$ cat config.mk
export PLATFORM = sky130hd
export DESIGN_NAME = seqeng_top
export DESIGN_NICKNAME = d
export VERILOG_FILES = /design/src/rtl/seqeng_pkg.sv /design/src/rtl/seqeng_fifo.sv /design/src/rtl/seqeng_table.sv /design/src/rtl/seqeng_exec.sv /design/src/rtl/seqeng_top.sv
export SDC_FILE = /design/constraint.sdc
export NUM_CORES = 2
export LEC_CHECK = 0
export ABC_AREA = 1
export BUFFER_PORTS_ARGS = -buffer_cell sky130_fd_sc_hd__buf_2
export CORE_ASPECT_RATIO = 1.75
export CORE_MARGIN = 3
export CORE_UTILIZATION = 50
export CTS_CLUSTER_DIAMETER = 40
export DETAILED_ROUTE_END_ITERATION = 10
export PLACE_DENSITY = 0.7
export SLEW_MARGIN = 10
export SYNTH_ARGS = -nofsm -noshare
export SYNTH_HDL_FRONTEND = slang
export SYNTH_SLANG_ARGS = --single-unit
$ cat constraint.sdc
create_clock -name clk -period 3.6 [get_ports clk]
set_input_delay 0.72 -clock clk [delete_from_list [all_inputs] [get_ports clk]]
set_output_delay 0.72 -clock clk [all_outputs]
set_load 0.01 [all_outputs]
$ cat src/rtl/seqeng_pkg.sv
`timescale 1ns/1ps
package seqeng_pkg;
   typedef enum logic [5:0] {
      OP_STOP  = 6'd0,
      OP_CMD   = 6'd1,
      OP_ADDR  = 6'd2,
      OP_DUMMY = 6'd3,
      OP_READ  = 6'd4,
      OP_WRITE = 6'd5
   } op_e;

   typedef struct packed {
      op_e        op;
      logic [1:0] lanes;
      logic [7:0] opr;
   } instr_t;

   localparam int OFF_CMD   = 0;
   localparam int OFF_FADDR = 1;
   localparam int OFF_KEY   = 2;
   localparam int OFF_LOCK  = 3;
endpackage

$ cat src/rtl/seqeng_fifo.sv
`timescale 1ns/1ps
module seqeng_fifo #(
   parameter int DW    = 8,
   parameter int DEPTH = 16,
   localparam int PW   = $clog2(DEPTH)
) (
   input  logic          clk,
   input  logic          rst_n,
   input  logic          push,
   input  logic [DW-1:0] din,
   input  logic          pop,
   output logic [DW-1:0] dout,
   output logic          empty,
   output logic          full
);
   logic [DW-1:0] mem [DEPTH];
   logic [PW:0]   wp, rp;

   assign empty = (wp == rp);
   assign full  = (wp[PW] != rp[PW]) && (wp[PW-1:0] == rp[PW-1:0]);
   assign dout  = mem[rp[PW-1:0]];

   always_ff @(posedge clk) begin
      if (push && !full) mem[wp[PW-1:0]] <= din;
   end

   always_ff @(posedge clk or negedge rst_n) begin
      if (!rst_n) begin
         wp <= '0;
         rp <= '0;
      end else begin
         if (push && !full) wp <= wp + 1'b1;
         if (pop && !empty) rp <= rp + 1'b1;
      end
   end
endmodule

$ cat src/rtl/seqeng_table.sv
`timescale 1ns/1ps
module seqeng_table #(
   parameter int          NWORDS = 64,
   parameter logic [31:0] KEY    = 32'h5AF0_5AF0,
   localparam int         IW     = $clog2(NWORDS)
) (
   input  logic          clk,
   input  logic          rst_n,
   input  logic          any_we,
   input  logic          key_we,
   input  logic          lk_we,
   input  logic          tw_we,
   input  logic [31:0]   wdata,
   input  logic [IW-1:0] tw_idx,
   input  logic [IW-1:0] rd_idx,
   output logic [31:0]   rd_data,
   output logic          locked
);
   logic [31:0] words [NWORDS];
   logic        armed;

   assign rd_data = words[rd_idx];

   always_ff @(posedge clk or negedge rst_n) begin
      if (!rst_n) begin
         locked <= 1'b1;
         armed  <= 1'b0;
         for (int i = 0; i < NWORDS; i++) words[i] <= '0;
      end else begin
         if (key_we)      armed <= (wdata == KEY);
         else if (any_we) armed <= 1'b0;
         if (lk_we && armed) begin
            if (wdata[1])      locked <= 1'b1;
            else if (wdata[0]) locked <= 1'b0;
         end
         if (tw_we && !locked) words[tw_idx] <= wdata;
      end
   end
endmodule

$ cat src/rtl/seqeng_exec.sv
`timescale 1ns/1ps
module seqeng_exec
   import seqeng_pkg::*;
#(
   parameter int  SEQ_W     = 4,
   parameter int  SIZE_W    = 16,
   parameter bit  ADDR32_EN = 1'b1,
   localparam int IW        = SEQ_W + 2
) (
   input  logic              clk,
   input  logic              rst_n,
   input  logic              start,
   input  logic [SEQ_W-1:0]  start_seq,
   input  logic [SIZE_W-1:0] start_size,
   input  logic [31:0]       faddr,
   output logic [IW-1:0]     rd_idx,
   input  logic [31:0]       rd_data,
   input  logic              tx_empty,
   input  logic [7:0]        tx_data,
   output logic              tx_pop,
   output logic              rx_push,
   output logic [7:0]        rx_byte,
   output logic              busy,
   output logic              sck,
   output logic              cs_n,
   output logic              mosi,
   input  logic              miso
);
   typedef enum logic [1:0] {S_IDLE, S_DEC, S_LO, S_HI} st_e;

   st_e               st;
   logic [SEQ_W-1:0]  seq_q;
   logic [2:0]        slot_q;
   logic [SIZE_W-1:0] size_q, units_q, xfer_cnt;
   logic [7:0]        bits_q, rx_q, txb;
   logic [31:0]       sh_q;
   op_e               kind_q;
   logic              cs_q, sck_q, wide, last_bit, last_unit;
   instr_t            ins;

   assign ins      = slot_q[0] ? instr_t'(rd_data[31:16]) : instr_t'(rd_data[15:0]);
   assign rd_idx   = {seq_q, slot_q[2:1]};
   assign xfer_cnt = (ins.opr != 8'd0) ? SIZE_W'(ins.opr) : size_q;

   generate
      if (ADDR32_EN) begin : g_addr32
         assign wide = (ins.opr == 8'd32);
      end else begin : g_addr24
         assign wide = 1'b0;
      end
   endgenerate

   assign last_bit  = (bits_q == 8'd1);
   assign last_unit = (units_q == SIZE_W'(1));
   assign txb       = tx_empty ? 8'h00 : tx_data;
   assign tx_pop    = !tx_empty &&
                      ((st == S_DEC && ins.op == OP_WRITE && xfer_cnt != '0) ||
                       (st == S_HI && last_bit && !last_unit && kind_q == OP_WRITE));
   assign rx_push   = (st == S_HI) && last_bit && (kind_q == OP_READ);
   assign rx_byte   = rx_q;
   assign busy      = (st != S_IDLE);
   assign sck       = sck_q;
   assign cs_n      = cs_q;
   assign mosi      = sh_q[31];

   always_ff @(posedge clk or negedge rst_n) begin
      if (!rst_n) begin
         st      <= S_IDLE;
         seq_q   <= '0;
         slot_q  <= '0;
         size_q  <= '0;
         units_q <= '0;
         bits_q  <= '0;
         rx_q    <= '0;
         sh_q    <= '0;
         kind_q  <= OP_STOP;
         cs_q    <= 1'b1;
         sck_q   <= 1'b0;
      end else begin
         case (st)
            S_IDLE: if (start) begin
               seq_q  <= start_seq;
               size_q <= start_size;
               slot_q <= '0;
               cs_q   <= 1'b0;
               st     <= S_DEC;
            end
            S_DEC: begin
               units_q <= SIZE_W'(1);
               kind_q  <= ins.op;
               case (ins.op)
                  OP_CMD: begin
                     sh_q   <= {ins.opr, 24'h0};
                     bits_q <= 8'd8;
                     st     <= S_LO;
                  end
                  OP_ADDR: begin
                     sh_q   <= wide ? faddr : {faddr[23:0], 8'h0};
                     bits_q <= wide ? 8'd32 : 8'd24;
                     st     <= S_LO;
                  end
                  OP_DUMMY: begin
                     if (ins.opr == 8'd0) begin
                        if (slot_q == 3'd7) begin cs_q <= 1'b1; st <= S_IDLE; end
                        else slot_q <= slot_q + 3'd1;
                     end else begin
                        sh_q   <= '0;
                        bits_q <= ins.opr;
                        st     <= S_LO;
                     end
                  end
                  OP_READ, OP_WRITE: begin
                     if (xfer_cnt == '0) begin
                        if (slot_q == 3'd7) begin cs_q <= 1'b1; st <= S_IDLE; end
                        else slot_q <= slot_q + 3'd1;
                     end else begin
                        units_q <= xfer_cnt;
                        bits_q  <= 8'd8;
                        sh_q    <= {(ins.op == OP_WRITE) ? txb : 8'h00, 24'h0};
                        st      <= S_LO;
                     end
                  end
                  default: begin
                     cs_q <= 1'b1;
                     st   <= S_IDLE;
                  end
               endcase
            end
            S_LO: begin
               sck_q <= 1'b1;
               rx_q  <= {rx_q[6:0], miso};
               st    <= S_HI;
            end
            S_HI: begin
               sck_q  <= 1'b0;
               sh_q   <= sh_q << 1;
               bits_q <= bits_q - 8'd1;
               st     <= S_LO;
               if (last_bit) begin
                  if (last_unit) begin
                     if (slot_q == 3'd7) begin
                        cs_q <= 1'b1;
                        st   <= S_IDLE;
                     end else begin
                        slot_q <= slot_q + 3'd1;
                        st     <= S_DEC;
                     end
                  end else begin
                     units_q <= units_q - SIZE_W'(1);
                     bits_q  <= 8'd8;
                     if (kind_q == OP_WRITE) sh_q <= {txb, 24'h0};
                  end
               end
            end
            default: st <= S_IDLE;
         endcase
      end
   end
endmodule

$ cat src/rtl/seqeng_top.sv
`timescale 1ns/1ps
module seqeng_top
   import seqeng_pkg::*;
#(
   parameter int          NSEQ       = 16,
   parameter int          SIZE_W     = 16,
   parameter int          FIFO_DEPTH = 16,
   parameter bit          ADDR32_EN  = 1'b1,
   parameter logic [31:0] LOCK_KEY   = 32'h5AF0_5AF0,
   localparam int         RA_W       = $clog2(NSEQ * 4) + 1
) (
   input  logic            clk,
   input  logic            rst_n,
   input  logic            reg_we,
   input  logic [RA_W-1:0] reg_addr,
   input  logic [31:0]     reg_wdata,
   input  logic            tx_push,
   input  logic [7:0]      tx_data,
   output logic            tx_full,
   input  logic            rx_pop,
   output logic [7:0]      rx_data,
   output logic            rx_empty,
   output logic            busy,
   output logic            err,
   output logic            locked,
   output logic            sck,
   output logic            cs_n,
   output logic            mosi,
   input  logic            miso
);
   localparam int SEQ_W  = $clog2(NSEQ);
   localparam int NWORDS = NSEQ * 4;
   localparam int TW_W   = $clog2(NWORDS);

   generate
      if (NSEQ < 2 || NSEQ > 16 || (NSEQ & (NSEQ - 1)) != 0) begin : g_bad_nseq
         initial $fatal(1, "NSEQ must be a power of two from 2 to 16");
      end
      if (SIZE_W < 8 || SIZE_W > 24) begin : g_bad_size
         initial $fatal(1, "SIZE_W must lie in 8..24");
      end
      if (FIFO_DEPTH < 2 || (FIFO_DEPTH & (FIFO_DEPTH - 1)) != 0) begin : g_bad_fifo
         initial $fatal(1, "FIFO_DEPTH must be a power of two");
      end
   endgenerate

   logic              tsel, cmd_we, fa_we, key_we, lk_we, tw_we, start;
   logic [RA_W-2:0]   off;
   logic [31:0]       faddr_q, rd_data;
   logic [TW_W-1:0]   rd_idx;
   logic              tx_empty, tx_pop, rx_push, rx_full;
   logic [7:0]        tx_head, rx_byte;

   assign tsel   = reg_addr[RA_W-1];
   assign off    = reg_addr[RA_W-2:0];
   assign cmd_we = reg_we && !tsel && (off == (RA_W-1)'(OFF_CMD));
   assign fa_we  = reg_we && !tsel && (off == (RA_W-1)'(OFF_FADDR));
   assign key_we = reg_we && !tsel && (off == (RA_W-1)'(OFF_KEY));
   assign lk_we  = reg_we && !tsel && (off == (RA_W-1)'(OFF_LOCK));
   assign tw_we  = reg_we && tsel;
   assign start  = cmd_we && !busy;

   always_ff @(posedge clk or negedge rst_n) begin
      if (!rst_n) begin
         faddr_q <= '0;
         err     <= 1'b0;
      end else begin
         if (fa_we) faddr_q <= reg_wdata;
         if (cmd_we && busy) err <= 1'b1;
      end
   end

   seqeng_table #(.NWORDS(NWORDS), .KEY(LOCK_KEY)) u_table (
      .clk(clk), .rst_n(rst_n), .any_we(reg_we), .key_we(key_we),
      .lk_we(lk_we), .tw_we(tw_we), .wdata(reg_wdata),
      .tw_idx(reg_addr[TW_W-1:0]), .rd_idx(rd_idx), .rd_data(rd_data),
      .locked(locked)
   );

   seqeng_exec #(.SEQ_W(SEQ_W), .SIZE_W(SIZE_W), .ADDR32_EN(ADDR32_EN)) u_exec (
      .clk(clk), .rst_n(rst_n), .start(start),
      .start_seq(reg_wdata[24 +: SEQ_W]), .start_size(reg_wdata[SIZE_W-1:0]),
      .faddr(faddr_q), .rd_idx(rd_idx), .rd_data(rd_data),
      .tx_empty(tx_empty), .tx_data(tx_head), .tx_pop(tx_pop),
      .rx_push(rx_push), .rx_byte(rx_byte), .busy(busy),
      .sck(sck), .cs_n(cs_n), .mosi(mosi), .miso(miso)
   );

   seqeng_fifo #(.DW(8), .DEPTH(FIFO_DEPTH)) u_txq (
      .clk(clk), .rst_n(rst_n), .push(tx_push), .din(tx_data),
      .pop(tx_pop), .dout(tx_head), .empty(tx_empty), .full(tx_full)
   );

   seqeng_fifo #(.DW(8), .DEPTH(FIFO_DEPTH)) u_rxq (
      .clk(clk), .rst_n(rst_n), .push(rx_push), .din(rx_byte),
      .pop(rx_pop), .dout(rx_data), .empty(rx_empty), .full(rx_full)
   );
endmodule

Yosys cells after proc, flatten, opt, wreduce, memory -nomap -nowiden
Memories as Yosys holds them, arrays and structs flattened.
Index checks and enable logic that the tools add are counted.
- bitwise operators: 2
- $add $sub $neg: 7
- equal/unequal tests: 35
- multiplexer cells: 64
- reductions and logical operators: 53
- order comparisons: 3
- operator list (cell ; number):
    $bwmux W2048 ; 1
    $mux W32 ; 9
    $bmux W32 S6 ; 1
    $demux W32 S6 ; 1
    $pmux W32 S4 ; 1
    $mux W16 ; 6
    $pmux W32 S2 ; 1
    $mux W8 ; 6
    $eq A32 B31 Y1 const B ; 1
    $pmux W16 S2 ; 1
    $pmux W8 S4 ; 1
    $eq A6 B2 Y1 const B ; 4
    $eq A6 B3 Y1 const B ; 4
    $logic_and A1 B1 Y1 ; 24
    $add A5 B1 Y5 const B ; 4
    $mux W3 ; 6
    $eq A16 B1 Y1 const B ; 1
    $logic_not A16 Y1 ; 1
    $pmux W8 S2 ; 1
    $reduce_bool A16 Y1 ; 1
    $sub A16 B1 Y16 const B ; 1
    $mux W1 ; 15
    $ne A3 B3 Y1 const B ; 5
    $ge A7 B7 Y1 const B ; 2
    37 further kinds ; 66
- bits in registers: 2200
- memory bits (writable): 256
- memories kept: 2
- memories (name ; depth ; bits a word ; rd ports ; clocked after Yosys merged registers in ; wr ports ; line ; RTL):
    u_rxq.mem ; 16 ; 8 ; 1 ; 0 ; 1 ; seqeng_fifo.sv:16 ; logic [DW-1:0] mem [DEPTH];
    u_txq.mem ; 16 ; 8 ; 1 ; 0 ; 1 ; seqeng_fifo.sv:16 ;

Logic depth before layout (Yosys ltp)
- depth in word-level cells: 12
- mapped depth: 30
- mapped depth without buffers: 26

Modules after synthesis
Synthesis repeated with hierarchy kept, for this count alone.
- cells, all modules: 13688
- area, all modules: 111784.7 µm²
- modules (own cells, without submodules) (module ; area each (µm²) ; instances ; cells an instance ; seq. area each (µm²)):
    seqeng_table ; 91900.6 ; 1 ; 11474 ; 51300.5
    seqeng_exec ; 6541.3 ; 1 ; 949 ; 2428.6
    seqeng_fifo at u_txq ; 5962.0 ; 1 ; 541 ; 4093.9
    seqeng_fifo at u_rxq ; 5938.2 ; 1 ; 559 ; 4093.9
    seqeng_top ; 1442.6 ; 1 ; 165 ; 825.8

Worst setup path after synthesis
Ideal clock, no wire load.
- path kind: flip-flop to flip-flop
- from: register u_exec.slot_q[1]
- to: register u_exec.sh_q[19]
- period minus slack after synthesis: 2925 ps
- slack: 675 ps
- cell stages (with the launch flop): 31
- arrival: 2808 ps
- path through: dfrtp_1 -> buf_4 -> inv_2 -> buf_6 -> buf_4 -> buf_2 -> nand2_1 -> nand3_1 -> nand3_1 -> nand3_1 -> nand3_1 -> nand2_1 -> nand2_1 -> nand3_1 -> nand2_1 -> nand2_1 -> inv_2 -> nand2_1 -> nor2_4 -> nand2_1 -> nand2_1 -> inv_2 -> nand2_1 -> nor2_1 -> nand3_2 -> nand3b_4 -> nand2_2 -> buf_6 -> buf_6 -> nand2_2 -> nand2_1
- cells in the longest elaborated chain, start to end: 10
- RTL lines (what ; line ; RTL):
    start, declared ; seqeng_exec.sv:33 ; logic [2:0] slot_q;
    start signal, assigned ; seqeng_exec.sv:105 ; else slot_q <= slot_q + 3'd1;
    start signal, assigned ; seqeng_exec.sv:115 ; else slot_q <= slot_q + 3'd1;
    start signal, assigned ; seqeng_exec.sv:145 ; slot_q <= slot_q + 3'd1;
    $not A6 Y7 (not written as such) * ; seqeng_table.sv:22 ; assign rd_data = words[rd_idx];
    $bmux W32 S6 * ; seqeng_table.sv:22 ;
    $mux W32 (not written as such) * (2 in series) ; seqeng_table.sv:22 ;
    $mux W16 * ; seqeng_exec.sv:41 ; assign ins = slot_q[0] ? instr_t'(rd_data[31:16]) : instr_t'(rd_data[15:0]);
    $reduce_bool A8 Y1 ; seqeng_exec.sv:43 ; assign xfer_cnt = (ins.opr != 8'd0) ? SIZE_W'(ins.opr) : size_q;
    $mux W16 ; seqeng_exec.sv:43 ;
    $logic_not A16 Y1 ; seqeng_exec.sv:113 ; if (xfer_cnt == '0) begin
    $ne A3 B3 Y1 (no source line) ; -- ;
    $reduce_and A4 Y1 (no source line) ; -- ;
    end signal, assigned ; seqeng_exec.sv:119 ; sh_q <= {(ins.op == OP_WRITE) ? txb : 8'h00, 24'h0};
    end signal, assigned ; seqeng_exec.sv:136 ; sh_q <= sh_q << 1;
    end signal, assigned ; seqeng_exec.sv:151 ; if (kind_q == OP_WRITE) sh_q <= {txb, 24'h0};
    end, declared ; seqeng_exec.sv:36 ; logic [31:0] sh_q;
Mark *: on every way between the ends. The rest lies on a longest branch, timed or not. The select of a mux whose other input is x is not followed.
A chain may end at the register's enable or synchronous reset.

Worst setup path in the final report
- from: register u_exec.slot_q[1]
- to: register u_exec.slot_q[2]
- cells in the longest elaborated chain, start to end: 10
- RTL lines (what ; line):
    $not A6 Y7 (not written as such) ; seqeng_table.sv:22
    $bmux W32 S6 ; seqeng_table.sv:22
    $mux W32 (not written as such) (2 in series) ; seqeng_table.sv:22
    $mux W16 ; seqeng_exec.sv:41
    $reduce_bool A8 Y1 ; seqeng_exec.sv:43
    $mux W16 ; seqeng_exec.sv:43
    $logic_not A16 Y1 ; seqeng_exec.sv:113
    $ne A3 B3 Y1 (no source line) ; --
    $reduce_and A7 Y1 (no source line) ; --
Parallel ways exist; a longest one is shown, timed or not. The select of a mux whose other input is x is not followed.

==> PnR_summary.wiki <==
{| class="wikitable"
! Metric !! Value
|-
| Starting density of the core || 50.37%
|-
| Kind of end point of the critical path || flip-flop
|-
| Violated checks || setup timing
|-
| Vias || 87,120
|-
| Worst voltage drop across the vdd grid || 0.4562 mV
|-
| Final count of pins violating max slew || 0
|-
| Die ar. || 203,400 um2
|-
| Number of iterations in the first detailed-routing pass || 7
|-
| Proportion of synthesized area in mux cells || 0.2340%
|-
| Cells taking the most area after synthesis || sky130_fd_sc_hd__dfrtp_1, sky130_fd_sc_hd__nand2_1, sky130_fd_sc_hd__o21ai_0, sky130_fd_sc_hd__edfxtp_1, sky130_fd_sc_hd__nand3_1
|-
| Fraction of synthesized cell area in xor and xnor cells || 0.2922%
|-
| Number of synthesis warnings || 0
|-
| GRT Util Overall || 31.68%
|-
| Minimum clock period after layout || 4.089 ns
|-
| Share of layout cells above drive strength 1 || 11.53%
|-
| Clk_skew || 0.05934 ns
|-
| Peak per-stage delay on the critical path || 0.59 ns
|-
| Kind of launch point of the worst setup path || flip-flop
|-
| Overflow left after global routing || 0
|-
| Synthesized flop and latch total || 2,200
|-
| CP delay by family, top || simple AND/OR/NAND/NOR gates
|-
| Setup repair after global routing missed its margin || true
|-
| PnR worst setup slack || -0.4886 ns
|-
| Count of fill cells added during filler insertion || 16,910
|-
| Flip-flop cell with the highest count after synthesis || sky130_fd_sc_hd__dfrtp_1
|-
| Routed Antenna Nets || 0
|-
| Clock tree root buffer cell || sky130_fd_sc_hd__clkbuf_16
|-
| Total standard cell area after synthesis || 98,910 um2
|-
| Pwr per Cell Area || 655.3 nW/um2
|-
| Layout overhead on the synthesized area || 14.64%
|-
| Clock buffers created by TritonCTS || 211
|-
| H-tree levels || 4
|-
| Arr. time, crit path || 4.84 ns
|-
| Overall die height || 594.4 um
|-
| Leading area contributor after synthesis || sky130_fd_sc_hd__dfrtp_1
|-
| Number of rows in the core area || 215
|-
| Boundary Pins || 69
|-
| Vias per Instance || 6.020
|-
| Sw power || 25.80 mW
|-
| Syn_nets || 11,850
|-
| Part of the total power dissipated in combinational logic || 30.3%
|-
| Post-synth EDFFs || 256
|-
| Seq/Total Area, Yosys || 56.96%
|-
| Total length of routed wires || 329.5 mm
|-
| Buf+Inv Stages, Crit Path || 6
|-
| Setup violators final || 67
|-
| Static leakage || 50.38 nW
|-
| Top achievable clock speed || 244.6 MHz
|-
| Net total in the final layout || 11,770
|-
| Worst-path maximum fanout || 9
|-
| Number of buffers on the longest clock path || 4
|-
| Worst-path clk slew || 0.06 ns
|-
| Number of distinct library cell variants in the gate-level netlist after synthesis || 53
|-
| Average instance area after synthesis || 8.398 um2
|-
| Int Pwr || 48.51 mW
|-
| Latest clock arrival within the worst-skew pair || 0.91 ns
|-
| Ys async rst share || 88.36%
|-
| Number of global-route vias before repair || 85,230
|-
| Post-synthesis share of cell area spent on and, or, nand and nor gates || 22.86%
|-
| Pre-CTS setup slack || -1.063 ns
|-
| Routed len/inst || 22.77 um
|-
| Estimated wirelength of the detail-placed design || 209.0 mm
|-
| CTS tree || built
|-
| Synth Area in Compound Gates || 14.35%
|-
| Core Util, Final || 57.74%
|-
| Final cycle utilization of the critical path || 113.6%
|-
| Tightest slew margin relative to the limit || 27.71%
|-
| Dominant combinational cell family by area after synthesis || simple AND/OR/NAND/NOR gates
|-
| Pin slew with the least headroom to its limit || 1.080 ns
|-
| Endpoint required time on the critical path || 4.35 ns
|-
| Top library cells by usage in the layout, fill and taps aside || sky130_fd_sc_hd__nand2_1, sky130_fd_sc_hd__o21ai_0, sky130_fd_sc_hd__dfrtp_1
|-
| Core region area || 196,400 um2
|-
| Pin count of the biggest net entering global routing || 111
|-
| Series of cell instances along the critical path || buf_16 -> buf_16 -> clkbuf_16 -> buf_4 -> o21ai_1 -> o22ai_1 -> nand2_1 -> nand3_1 -> nand3_2 -> o21ai_1 -> nand2_1 -> nand3_2 -> nand2_8 -> nand2_1 -> buf_4 -> a21oi_2 -> nand2_2 -> buf_4 -> nand3_1 -> a21oi_1 -> nor2_2 -> nand3_4 -> o21ai_4
|-
| Worst-path cell with the longest stage delay || sky130_fd_sc_hd__dfrtp_4
|-
| Antenna violations before repair || 18
|-
| Most common library cell in the layout ignoring fill and taps || sky130_fd_sc_hd__nand2_1
|-
| Post-Synth Adder-Cell Area || 0.2656%
|-
| FF/Latch Area || 56,360 um2
|-
| Remaining routing DRC violations || 0
|-
| Worst min-delay path category || in -> reg
|-
| Max-Cap Viols || 0
|-
| Final Wtd Congestion || 0.9950
|-
| Starting DRT DRC Count || 11,230
|-
| Chip Width || 342.2 um
|-
| Wire length of the first global-routing pass || 501.7 mm
|-
| Area taken by multi-input logic gates || 38,380 um2
|-
| Startpoint-to-endpoint class of the critical path || reg -> reg
|-
| Cell count after synthesis || 11,780
|-
| Number of buffers added on ports || 68
|-
| Hold_ws || 0.1417 ns
|-
| Share of the synthesized area in the top cell type || 49.13%
|-
| Hold Fails Final Rpt || 0
|-
| Part of the total power dissipated in sequential elements || 39.0%
|-
| Switching share of power || 34.72%
|-
| Run status || complete, but fails checks
|-
| Part of the power in the clock network || 30.8%
|-
| Num Clock Sinks || 2,200
|}
## final timing paths
kind	start	to	slack (ns)	cells after the start
min	miso	u_exec.rx_byte[0]	0.14	3
min reg2reg	u_table.words[442]	u_table.words[442]	0.48	2
max reg2reg	u_exec.slot_q[1]	u_exec.slot_q[2]	-0.49	23
max	u_exec.slot_q[1]	u_exec.slot_q[2]	-0.49	23
min in group asynchronous	rst_n	u_table.words[1556]	0.34	2
max in group asynchronous	rst_n	u_table.words[976]	1.98	4
## repair_timing
action,CTS,global route
pin swaps,4,13
hold buffers,1,0
hold endpoints to repair,43,0
endpoints found under the setup margin,70,70
gates cloned,6,18
setup buffers,4,20
gates resized for setup,104,132
## flip-flops by register name (all words and copies together), names as in the netlist, 6 cells and up
signal / count
u_exec.units_q: 16
u_rxq.mem: 128
u_exec.sh_q: 32
u_exec.size_q: 16
faddr_q: 32
u_txq.mem: 128
u_exec.kind_q: 6
u_table.words: 1792
u_exec.bits_q: 8
u_exec.rx_byte: 8
## logic make-up (layout without fill, tap and decap cells)
kind of cell	Yosys count	count (layout)
flip-flops	2200	2200
buffers and inverters	1213	1296
XOR/XNOR	33	33
other	0	6
adder cells (fa/ha/maj)	21	21
multiplexers	23	23
AO/OA/AOI/OAI	2712	2712
AND/OR/NAND/NOR	5576	5576
## power groups by stage
stage	clock network, mW	logic (mW)	registers (mW)
6_report	22.9	22.5	28.9
5_1_grt	24.0	24.3	29.2
2_1_floorplan	0	11.9	28.7
4_1_cts	23.1	21.0	28.9
3_5_place_dp	0	20.3	29.3
3_3_place_gp	0	20.0	29.2
## Yosys cell counts, types with 5 or more instances
master / instances
sky130_fd_sc_hd__xnor2_1: 13
sky130_fd_sc_hd__nor4_1: 15
sky130_fd_sc_hd__a22o_1: 8
sky130_fd_sc_hd__nor2_1: 635
sky130_fd_sc_hd__clkinv_1: 5
sky130_fd_sc_hd__a31oi_1: 11
sky130_fd_sc_hd__nor3_1: 20
sky130_fd_sc_hd__dfrtp_1: 1942
sky130_fd_sc_hd__o32ai_1: 42
sky130_fd_sc_hd__edfxtp_1: 256
sky130_fd_sc_hd__nand2_2: 14
sky130_fd_sc_hd__clkbuf_1: 757
sky130_fd_sc_hd__mux2i_1: 22
sky130_fd_sc_hd__ha_1: 21
sky130_fd_sc_hd__o22ai_1: 201
sky130_fd_sc_hd__nand2_1: 3683
sky130_fd_sc_hd__inv_2: 12
sky130_fd_sc_hd__buf_6: 19
sky130_fd_sc_hd__nand4_1: 18
sky130_fd_sc_hd__a21oi_1: 25
sky130_fd_sc_hd__nand3_1: 1178
sky130_fd_sc_hd__o21ai_0: 2353
sky130_fd_sc_hd__xor2_1: 20
sky130_fd_sc_hd__o21ai_1: 23
sky130_fd_sc_hd__buf_1: 63
sky130_fd_sc_hd__o211ai_1: 10
sky130_fd_sc_hd__buf_2: 206
sky130_fd_sc_hd__buf_4: 11
sky130_fd_sc_hd__inv_1: 140
sky130_fd_sc_hd__o221ai_1: 22
## area by class of cell
type / instances / share of cell area (%)
Sequential cell: 2200 / 49.70
Multi-Input combinational cell: 8365 / 33.84
Timing Repair Buffer: 756 / 6.767
Clock buffer: 295 / 5.372
Tap cell: 2604 / 2.873
Clock inverter: 88 / 0.8618
Inverter: 157 / 0.5683
Antenna cell: 6 / 0.01324
## worst register-to-register path: cells and delay by family (launching register included)
family	cells	cell delay [ns]
flops	1	0.59
simple gates	11	1.27
buf+inv	6	1.10
compound gates	6	0.98
## metrics by stage
step	setup TNS (ns)	std cells	power, mW	cell area (um2)
2_1_floorplan	0	11780	40.60	98910
3_3_place_gp	-31.69	14030	49.22	104700
3_5_place_dp	-29.87	14030	49.63	104700
4_1_cts	-10.10	14430	72.94	112400
5_1_grt	-35.26	14470	77.45	113400
6_report	-25.66	14470	74.30	113400
## layer usage
metal / part of all wire [%] / GRT usage (%) / up-vias
li1: - / - / 38970
met1: 36 / 37.75 / 42320
met2: 48 / 52.07 / 4659
met3: 8.7 / 5.580 / 1150
met4: 7.6 / 21.97 / 16
met5: 0.030 / 0 / -
Power figures use the tool's default switching activity.
